`src/rtl/fpbank_pkg.sv`:
```
`timescale 1ns/1ps
package fpbank_pkg;
    typedef enum logic [2:0] {
        VW_SCUR = 3'd0,
        VW_SOTH = 3'd1,
        VW_PAIR = 3'd2,
        VW_DCUR = 3'd3,
        VW_DOTH = 3'd4,
        VW_MOVE = 3'd5
    } view_e;

    typedef enum logic [1:0] {
        MB_BANK = 2'd0,
        MB_SIZE = 2'd1,
        MB_PREC = 2'd2,
        MB_NONE = 2'd3
    } mode_bit_e;
endpackage

```
`src/rtl/fpbank_addr_map.sv`:
```
`timescale 1ns/1ps
module fpbank_addr_map #(
    parameter int NREG = 64,
    parameter int BANK = 16
) (
    input  logic [2:0]                view,
    input  logic [$clog2(NREG)-1:0]   idx,
    input  logic                      bank_sel,
    input  logic                      size_sel,
    output logic [$clog2(NREG)-1:0]   phys,
    output logic                      dbl,
    output logic                      err
);
    import fpbank_pkg::*;
    localparam int IW = $clog2(NREG);
    localparam int BW = $clog2(BANK);

    logic [BW-1:0] n;
    logic [IW-1:0] cur_base;
    logic [IW-1:0] oth_base;
    logic [IW-1:0] cur_phys;
    logic [IW-1:0] oth_phys;

    always_comb begin
        n        = idx[BW-1:0];
        cur_base = bank_sel ? IW'(BANK) : '0;
        oth_base = bank_sel ? '0 : IW'(BANK);
        cur_phys = cur_base + IW'(n);
        oth_phys = oth_base + IW'(n);
    end

    always_comb begin
        phys = cur_phys;
        dbl  = 1'b0;
        err  = 1'b0;
        case (view)
            VW_SCUR: phys = cur_phys;
            VW_SOTH: phys = oth_phys;
            VW_PAIR: begin
                phys = idx;
                dbl  = 1'b1;
                err  = idx[0];
            end
            VW_DCUR: begin
                phys = cur_phys;
                dbl  = 1'b1;
                err  = n[0];
            end
            VW_DOTH: begin
                phys = oth_phys;
                dbl  = 1'b1;
                err  = n[0];
            end
            VW_MOVE: begin
                if (size_sel) begin
                    dbl  = 1'b1;
                    phys = n[0] ? {oth_phys[IW-1:1], 1'b0} : cur_phys;
                end else begin
                    phys = cur_phys;
                end
            end
            default: err = 1'b1;
        endcase
    end
endmodule

```
`src/rtl/fpbank_store.sv`:
```
`timescale 1ns/1ps
module fpbank_store #(
    parameter int NREG = 64,
    parameter int WW   = 32
) (
    input  logic                      clk,
    input  logic                      we,
    input  logic                      wdbl,
    input  logic [$clog2(NREG)-1:0]   wphys,
    input  logic [2*WW-1:0]           wdata,
    input  logic                      rdbl,
    input  logic                      rerr,
    input  logic [$clog2(NREG)-1:0]   rphys,
    output logic [2*WW-1:0]           rdata
);
    localparam int IW = $clog2(NREG);

    logic [WW-1:0] mem [NREG];
    logic [IW-1:0] wmate;
    logic [IW-1:0] rmate;

    assign wmate = wphys | IW'(1);
    assign rmate = rphys | IW'(1);

    always_ff @(posedge clk) begin
        if (we) begin
            if (wdbl) begin
                mem[wphys] <= wdata[2*WW-1:WW];
                mem[wmate] <= wdata[WW-1:0];
            end else begin
                mem[wphys] <= wdata[WW-1:0];
            end
        end
    end

    always_comb begin
        if (rerr)
            rdata = '0;
        else if (rdbl)
            rdata = {mem[rphys], mem[rmate]};
        else
            rdata = {{WW{1'b0}}, mem[rphys]};
    end
endmodule

```
`src/rtl/fpbank_ctl.sv`:
```
`timescale 1ns/1ps
module fpbank_ctl #(
    parameter int CW       = 32,
    parameter int BANK_POS = 21,
    parameter int SIZE_POS = 20,
    parameter int PREC_POS = 19
) (
    input  logic          clk,
    input  logic          rst,
    input  logic          full_we,
    input  logic [CW-1:0] full_d,
    input  logic          bit_we,
    input  logic [1:0]    bit_sel,
    input  logic          bit_val,
    output logic [CW-1:0] ctl_q
);
    import fpbank_pkg::*;

    always_ff @(posedge clk) begin
        if (rst) begin
            ctl_q <= '0;
        end else if (full_we) begin
            ctl_q <= full_d;
        end else if (bit_we) begin
            case (bit_sel)
                MB_BANK: ctl_q[BANK_POS] <= bit_val;
                MB_SIZE: ctl_q[SIZE_POS] <= bit_val;
                MB_PREC: ctl_q[PREC_POS] <= bit_val;
                default: ;
            endcase
        end
    end
endmodule

```
`src/rtl/fpbank_regfile.sv`:
```
`timescale 1ns/1ps
module fpbank_regfile #(
    parameter int NREG     = 64,
    parameter int BANK     = 16,
    parameter int WW       = 32,
    parameter int CW       = 32,
    parameter int BANK_POS = 21,
    parameter int SIZE_POS = 20,
    parameter int PREC_POS = 19
) (
    input  logic                    clk,
    input  logic                    rst,
    input  logic                    ctl_we,
    input  logic [CW-1:0]           ctl_wdata,
    input  logic                    bit_we,
    input  logic [1:0]              bit_sel,
    input  logic                    bit_val,
    output logic [CW-1:0]           ctl_q,
    input  logic                    wr_en,
    input  logic [2:0]              wr_view,
    input  logic [$clog2(NREG)-1:0] wr_idx,
    input  logic [2*WW-1:0]         wr_data,
    output logic                    wr_err,
    input  logic [2:0]              rd_view,
    input  logic [$clog2(NREG)-1:0] rd_idx,
    output logic [2*WW-1:0]         rd_data,
    output logic                    rd_err
);
    localparam int IW = $clog2(NREG);

    logic [IW-1:0] w_phys;
    logic [IW-1:0] r_phys;
    logic          w_dbl;
    logic          r_dbl;

    fpbank_ctl #(
        .CW(CW), .BANK_POS(BANK_POS), .SIZE_POS(SIZE_POS), .PREC_POS(PREC_POS)
    ) ctl_i (
        .clk(clk), .rst(rst), .full_we(ctl_we), .full_d(ctl_wdata),
        .bit_we(bit_we), .bit_sel(bit_sel), .bit_val(bit_val), .ctl_q(ctl_q)
    );

    fpbank_addr_map #(.NREG(NREG), .BANK(BANK)) wmap_i (
        .view(wr_view), .idx(wr_idx),
        .bank_sel(ctl_q[BANK_POS]), .size_sel(ctl_q[SIZE_POS]),
        .phys(w_phys), .dbl(w_dbl), .err(wr_err)
    );

    fpbank_addr_map #(.NREG(NREG), .BANK(BANK)) rmap_i (
        .view(rd_view), .idx(rd_idx),
        .bank_sel(ctl_q[BANK_POS]), .size_sel(ctl_q[SIZE_POS]),
        .phys(r_phys), .dbl(r_dbl), .err(rd_err)
    );

    fpbank_store #(.NREG(NREG), .WW(WW)) store_i (
        .clk(clk), .we(wr_en && !wr_err), .wdbl(w_dbl), .wphys(w_phys),
        .wdata(wr_data), .rdbl(r_dbl), .rerr(rd_err), .rphys(r_phys),
        .rdata(rd_data)
    );
endmodule

```
`config.mk`:
```
export PLATFORM = sky130hd
export DESIGN_NAME = fpbank_regfile
export DESIGN_NICKNAME = d
export VERILOG_FILES = /design/src/rtl/fpbank_pkg.sv /design/src/rtl/fpbank_addr_map.sv /design/src/rtl/fpbank_store.sv /design/src/rtl/fpbank_ctl.sv /design/src/rtl/fpbank_regfile.sv
export SDC_FILE = /design/constraint.sdc
export NUM_CORES = 2
export LEC_CHECK = 0
export BUFFER_PORTS_ARGS = -buffer_cell sky130_fd_sc_hd__buf_2
export CAP_MARGIN = 20
export CORE_MARGIN = 8
export CORE_UTILIZATION = 30
export DETAILED_ROUTE_END_ITERATION = 8
export PLACE_DENSITY = 0.55
export SLEW_MARGIN = 15
export SYNTH_ARGS = -nofsm -noshare
export SYNTH_HDL_FRONTEND = slang
export SYNTH_SLANG_ARGS = --single-unit
```
`constraint.sdc`:
```
create_clock -name clk -period 3.5 [get_ports clk]
set_input_delay 0.35 -clock clk [delete_from_list [all_inputs] [get_ports clk]]
set_output_delay 0.35 -clock clk [all_outputs]
set_load 0.05 [all_outputs]
```
### Word level (Yosys, flattened, before mapping)

Memories as Yosys holds them, arrays and structs flattened.
Index checks and enable logic that the tools add are counted.

* shifts and indexed selects: 0
* $add $sub $neg: 4
* multiplexer cells: 27
* multiply operators: 0
* reductions and logical operators: 18
* bitwise operators: 1
* div/mod/pow operators: 0
* $lt $le $gt $ge: 0
* eq/ne operators: 12

Operator list (count)
* $mux 64: 2
* $pmux 6 s3: 2
* $mux 32: 1
* $mux 6: 4
* $add 6x4->6: 3
* $eq 3x2->1 const B: 4
* $eq 3x3->1 const B: 4
* $reduce_or 3->1: 4
* $mux 1: 10
* $mux 5: 2
* $pmux 1 s2: 4
* $reduce_bool 2->1: 4
* $add 5x4->6: 1
* $eq 3x1->1 const B: 2
* $logic_not 3->1: 2
* $mux 3: 2
* $reduce_and 2->1: 3
* $reduce_or 2->1: 2
* $eq 2x1->1 const B: 1
* $eq 2x2->1 const B: 1
* $logic_not 2->1: 1
* $logic_and 1x1->1: 1
* $logic_not 1->1: 1
* $or 1x1->1: 1

* output and inout port bits: 98
* memory bits (read-only): 0
* memories: 1
* bits in latches: 0
* input port bits: 122
* register bits after elaboration: 32
* logic and storage cells: 67
* bits in writable memories: 2048

Memories
* store_i.mem: words 64, bits a word 32, rd ports 2, clocked after Yosys merged registers in 0, write ports 2, RTL line fpbank_store.sv:18 `logic [WW-1:0] mem [NREG];`

### Depth between registers and ports, before layout

* depth after elaboration: 8
* depth in mapped cells: 11
* mapped depth without buffers: 7

### By module

Synthesis repeated with hierarchy kept, for this count alone.

* cell total of the unflattened synthesis: 6419
* area total of the unflattened synthesis: 92485.0 um^2

Modules (own cells, without submodules)
* fpbank_store: cells each 6259, instances 1, sequential area each 61499.0 um^2, area an instance 90962.2 um^2
* fpbank_ctl: cells each 111, instances 1, sequential area each 640.6 um^2, area an instance 1183.6 um^2
* fpbank_addr_map: cells each 24, instances 2, sequential area each 0.0 um^2, area an instance 162.7 um^2
* fpbank_regfile: cells each 1, instances 1, sequential area each 0.0 um^2, area an instance 13.8 um^2

### Worst setup path before layout

OpenSTA, ideal clock, no wires.

* path type: register to register
* start point: reg ctl_i.ctl_q[21]
* end point: mem store_i.mem[30][0], enable pin
* setup time: 0.421 ns
* setup slack: 0.011 ns
* arrival time: 3.068 ns
* path buffers: 3
* stages on the path, launching flop included: 9
* cell sequence: dfxtp_1 clkbuf_1 xor2_1 o32ai_4 o21a_1 buf_4 nand2_1 clkbuf_1 nor2_1

RTL lines
* from (decl): RTL line fpbank_ctl.sv:15 `output logic [CW-1:0] ctl_q`
* from (signal assigned): RTL line fpbank_ctl.sv:23 `ctl_q <= full_d;`
* from (signal, indexed assignment): RTL line fpbank_ctl.sv:26 `MB_BANK: ctl_q[BANK_POS] <= bit_val;`
* from (signal, indexed assignment): RTL line fpbank_ctl.sv:27 `MB_SIZE: ctl_q[SIZE_POS] <= bit_val;`
* to (decl): RTL line fpbank_store.sv:18

### Final worst setup path

* start point: reg ctl_i.ctl_q[20]
* end point: out rd_data[21]

* longest elaborated chain between the ends: 5
* elaborated cells on any way between the ends: 7
* those cells by class: mux (6); memory (1)

RTL lines
* $mux 6: RTL line fpbank_addr_map.sv:55 `if (size_sel) begin`
* $pmux 6 s3: RTL line fpbank_addr_map.sv:36 `case (view)`
* $mem_v2 64x32
* $mux 64 (*): RTL line fpbank_store.sv:39 `else if (rdbl)`
* $mux 64 (*): RTL line fpbank_store.sv:37 `if (rerr)`
* to (decl): RTL line fpbank_regfile.sv:26 `output logic [2*WW-1:0] rd_data,`

Mark *: on every way between the ends. The rest lies on a longest branch, timed or not.

==> metrics <==
status finished with violations; failing checks setup timing; Adder-Cell Fraction of Synth Area 0%; vias in the first global route 59800; Post-synth EDFFs 2048; VDD IR-drop max 0.366 mV; Max Cap Viol 0; Remaining DRCs 0; largest net degree at the start of global routing a little under 60; Overall Global Routing Usage 21.6%; CP Max Fanout 6; sequential area share after synthesis 66.5%; slack of the critical path -739 ps; period utilization 121%; Die H between 500 and 600 um; antenna viol nets, final 0; Yosys cell types 56; main combinational cell family by area after synthesis multiplexers; DP HPWL 240 mm; Site Rows 205; cell count of the worst reg-to-reg path 11; f_max 236 MHz; Post-Synth Simple-Gate Area 5.30%; hold path start wr_data[32]; Min-Delay Path Class input pin to flip-flop; DR WL/cell 33.7 um; worst stage delay on the critical path 390 ps; CP endpoint kind output port; Worst-Skew Late Latency 930 ps; Warnings, synthesis 0; number of antenna violations at the first check in global routing 25; die width 574 um; Final Net Count 6894; Yosys reg bits roughly 2100; Initial DRC Count approximately 11000; Hold Vio Cnt, Final 0; multi-input logic area between 0.03 and 0.04 mm^2; CP arrival ~3900 ps; Critical R2R Capture store_i.mem[56][2]; area delta synth->final 25.2%; Clock Skew 63.0 ps; reg-to-reg slack, setup approximately 180 ps; Synth top area share approximately 66%; Num CTS Buffers about 220; Slew @ Worst Pin 1030 ps; via count 63600; CP Cell Sequence buf_12 -> nand4b_1 -> nand2_4 -> buf_4 -> buf_16 -> buf_8 -> mux2i_1 -> o22ai_2 -> nor4_2 -> o211ai_1 -> buf_4 -> buf_8; FILL cells 28800; FF-to-FF Start ctl_i.ctl_q[20]; drt total wl 373 mm; critical path class flip-flop to output port; grt total ovfl 0; Async S/R FF share, synth 0%; port buffer count roughly 220; CTS root buffer clkbuf_16; fin util between 30% and 40%; Synth area leaders edfxtp_1, mux4_2, a21oi_1, nor2_1, mux2i_1; GP Congestion 0.902; Power Dens Cells roughly 480 mW/mm^2; Worst path slowest cell o211ai_1; complex-gate fraction of the synthesized area under 10%; cell accounting for the most synthesized area edfxtp_1; post-layout minimum cycle time 4240 ps; Hold Path End store_i.mem[51][0]; Final setup viols 64; Hold Slack between 50 and 60 ps; LEAKAGE 39.4 nW; Max Root-Sink Buffers 4; post-synthesis area per instance 15.0 um^2; Max-Slew Margin vs Limit 31.3%; Post-Route Setup TNS -29850 ps; CTS tree yes; initial core utilization 30.1%; CP startpoint kind flip-flop; FF/Latch Area 0.0621 mm^2; Syn Nets 6342; Post-Synth XOR/XNOR Area less than 1%; Clock transition at path regs roughly 60 ps; Final Max Tran Viols 0; io pins 220; total die area between 0.3 and 0.4 mm^2; core region area 0.311 mm^2; Post-synth top flop edfxtp_1; drt first pass iters 7; post-route design area 0.117 mm^2; layout cells sized above 1 about a third; Post-Syn Area between 0.09 and 0.1 mm^2; dpl cell area 0.106 mm^2; WP data required 3150 ps; worst hold path stage count 4; drt via density 5.73; first-pass GRT wire length 499 mm; mux cell area share after synthesis 17.3%; RSZ-0062 raised after global routing yes; cell count after synthesis 6220; CTS Sinks ~2100; H-tree Lvls 4
routing by layer:
layer | share of wire (%) | GRT usage (%)
met1 | 38 | 29.3
met2 | 44 | 32.4
met3 | 12 | 5.90
met4 | 5.3 | 9.62
met5 | 0.0032 | 0.145
synthesized netlist by cell type, drive strengths merged (2+ instances only):
master  number
nand3b       3
and3         2
nand3       26
o22a        63
o211ai      31
a31oi        2
a21o         2
nor2      1029
or2          2
nor2b        6
o22ai       63
nor4        31
nand4       12
nor3        34
o21ai        9
mux2i      318
dfxtp       32
nor3b        4
clkbuf     433
a22oi      128
inv         43
mux2        97
nor4bb       2
edfxtp    2048
buf        220
and2         5
mux4       512
a21oi     1004
nand2b       7
nand2       37
o21a         2
how the worst max path moves through the flow:
stage / from / to / depth (start not counted)
final: ctl_i.ctl_q[20] / rd_data[21] / 12
after global routing: ctl_i.ctl_q[20] / rd_data[10] / 13
after CTS: ctl_i.ctl_q[21] / rd_data[0] / 13
after detailed placement: rd_view[1] / rd_data[21] / 13
after global placement: rd_view[1] / rd_data[21] / 13
after floorplan: ctl_i.ctl_q[21] / store_i.mem[30][0] / 8
critical path: cells and delay by family, from the launching register on:
family,cells,cell delay [ps]
buf+inv,6,1090
simple gates,3,770
compound gates,2,510
flops,1,350
mux,1,220
cell usage in the layout, fill, tap and decap left out, types with 33 or more instances in the layout:
cell type      instances
mux2i_1              268
a22oi_2               69
nor2_1               954
o22a_1                62
mux4_2               512
a21oi_2               45
clkinv_1              46
clkinv_2              38
edfxtp_1            2048
dlygate4sd3_1         68
buf_6                 67
a21oi_1              952
a22oi_1               59
inv_1                 33
buf_2                153
o22ai_1               53
nor2_4                62
buf_4                331
clkbuf_16            223
buf_12               311
clkbuf_1              49
nor3_1                33
mux2_4                91
kinds of logic (layout without fill, tap and decap cells):
logic type	Yosys count	after routing
buf+inv	697	1414
xor+xnor	2	2
other cells	0	19
compound gates	1309	1309
mux	927	927
simple gates	1205	1205
flops	2080	2080
per-stage QoR:
stage          power [mW]  worst slack (ps)  std cells
2_1_floorplan        31.4              10.7       6220
3_3_place_gp         33.7              -448      10500
3_5_place_dp         33.8              -402      10500
4_1_cts              56.2              -591      11000
5_1_grt              57.6              -702      11100
6_report             56.4              -739      11100
flip-flops by register name (all words and copies together) (netlist names):
register and cells:
store_i.mem 2048, ctl_i.ctl_q 32
cell type report:
class,instances,share of cell area [%]
tap,4140,4.43
timing repair buffer,987,10.4
antenna,19,0.0407
inverter,44,0.141
clock buffer,267,4.82
clock inverter,116,0.786
sequential,2080,53.1
multi-input combinational,3443,26.2
power by group:
group	switching [mW]	leakage (nW)	internal, mW
combinational	3.97	17.5	2.58
clock	9.90	3.18	12.2
sequential	0.0355	18.7	27.7
repair_timing:
item,in CTS,in global routing
endpoints found under the setup margin,90,64
hold buffers,68,0
hold endpoints to repair,40,0
gates resized for setup,320,136
cloned,19,5
pin swaps,100,75
setup buffers,78,37
Power figures use the tool's default switching activity.
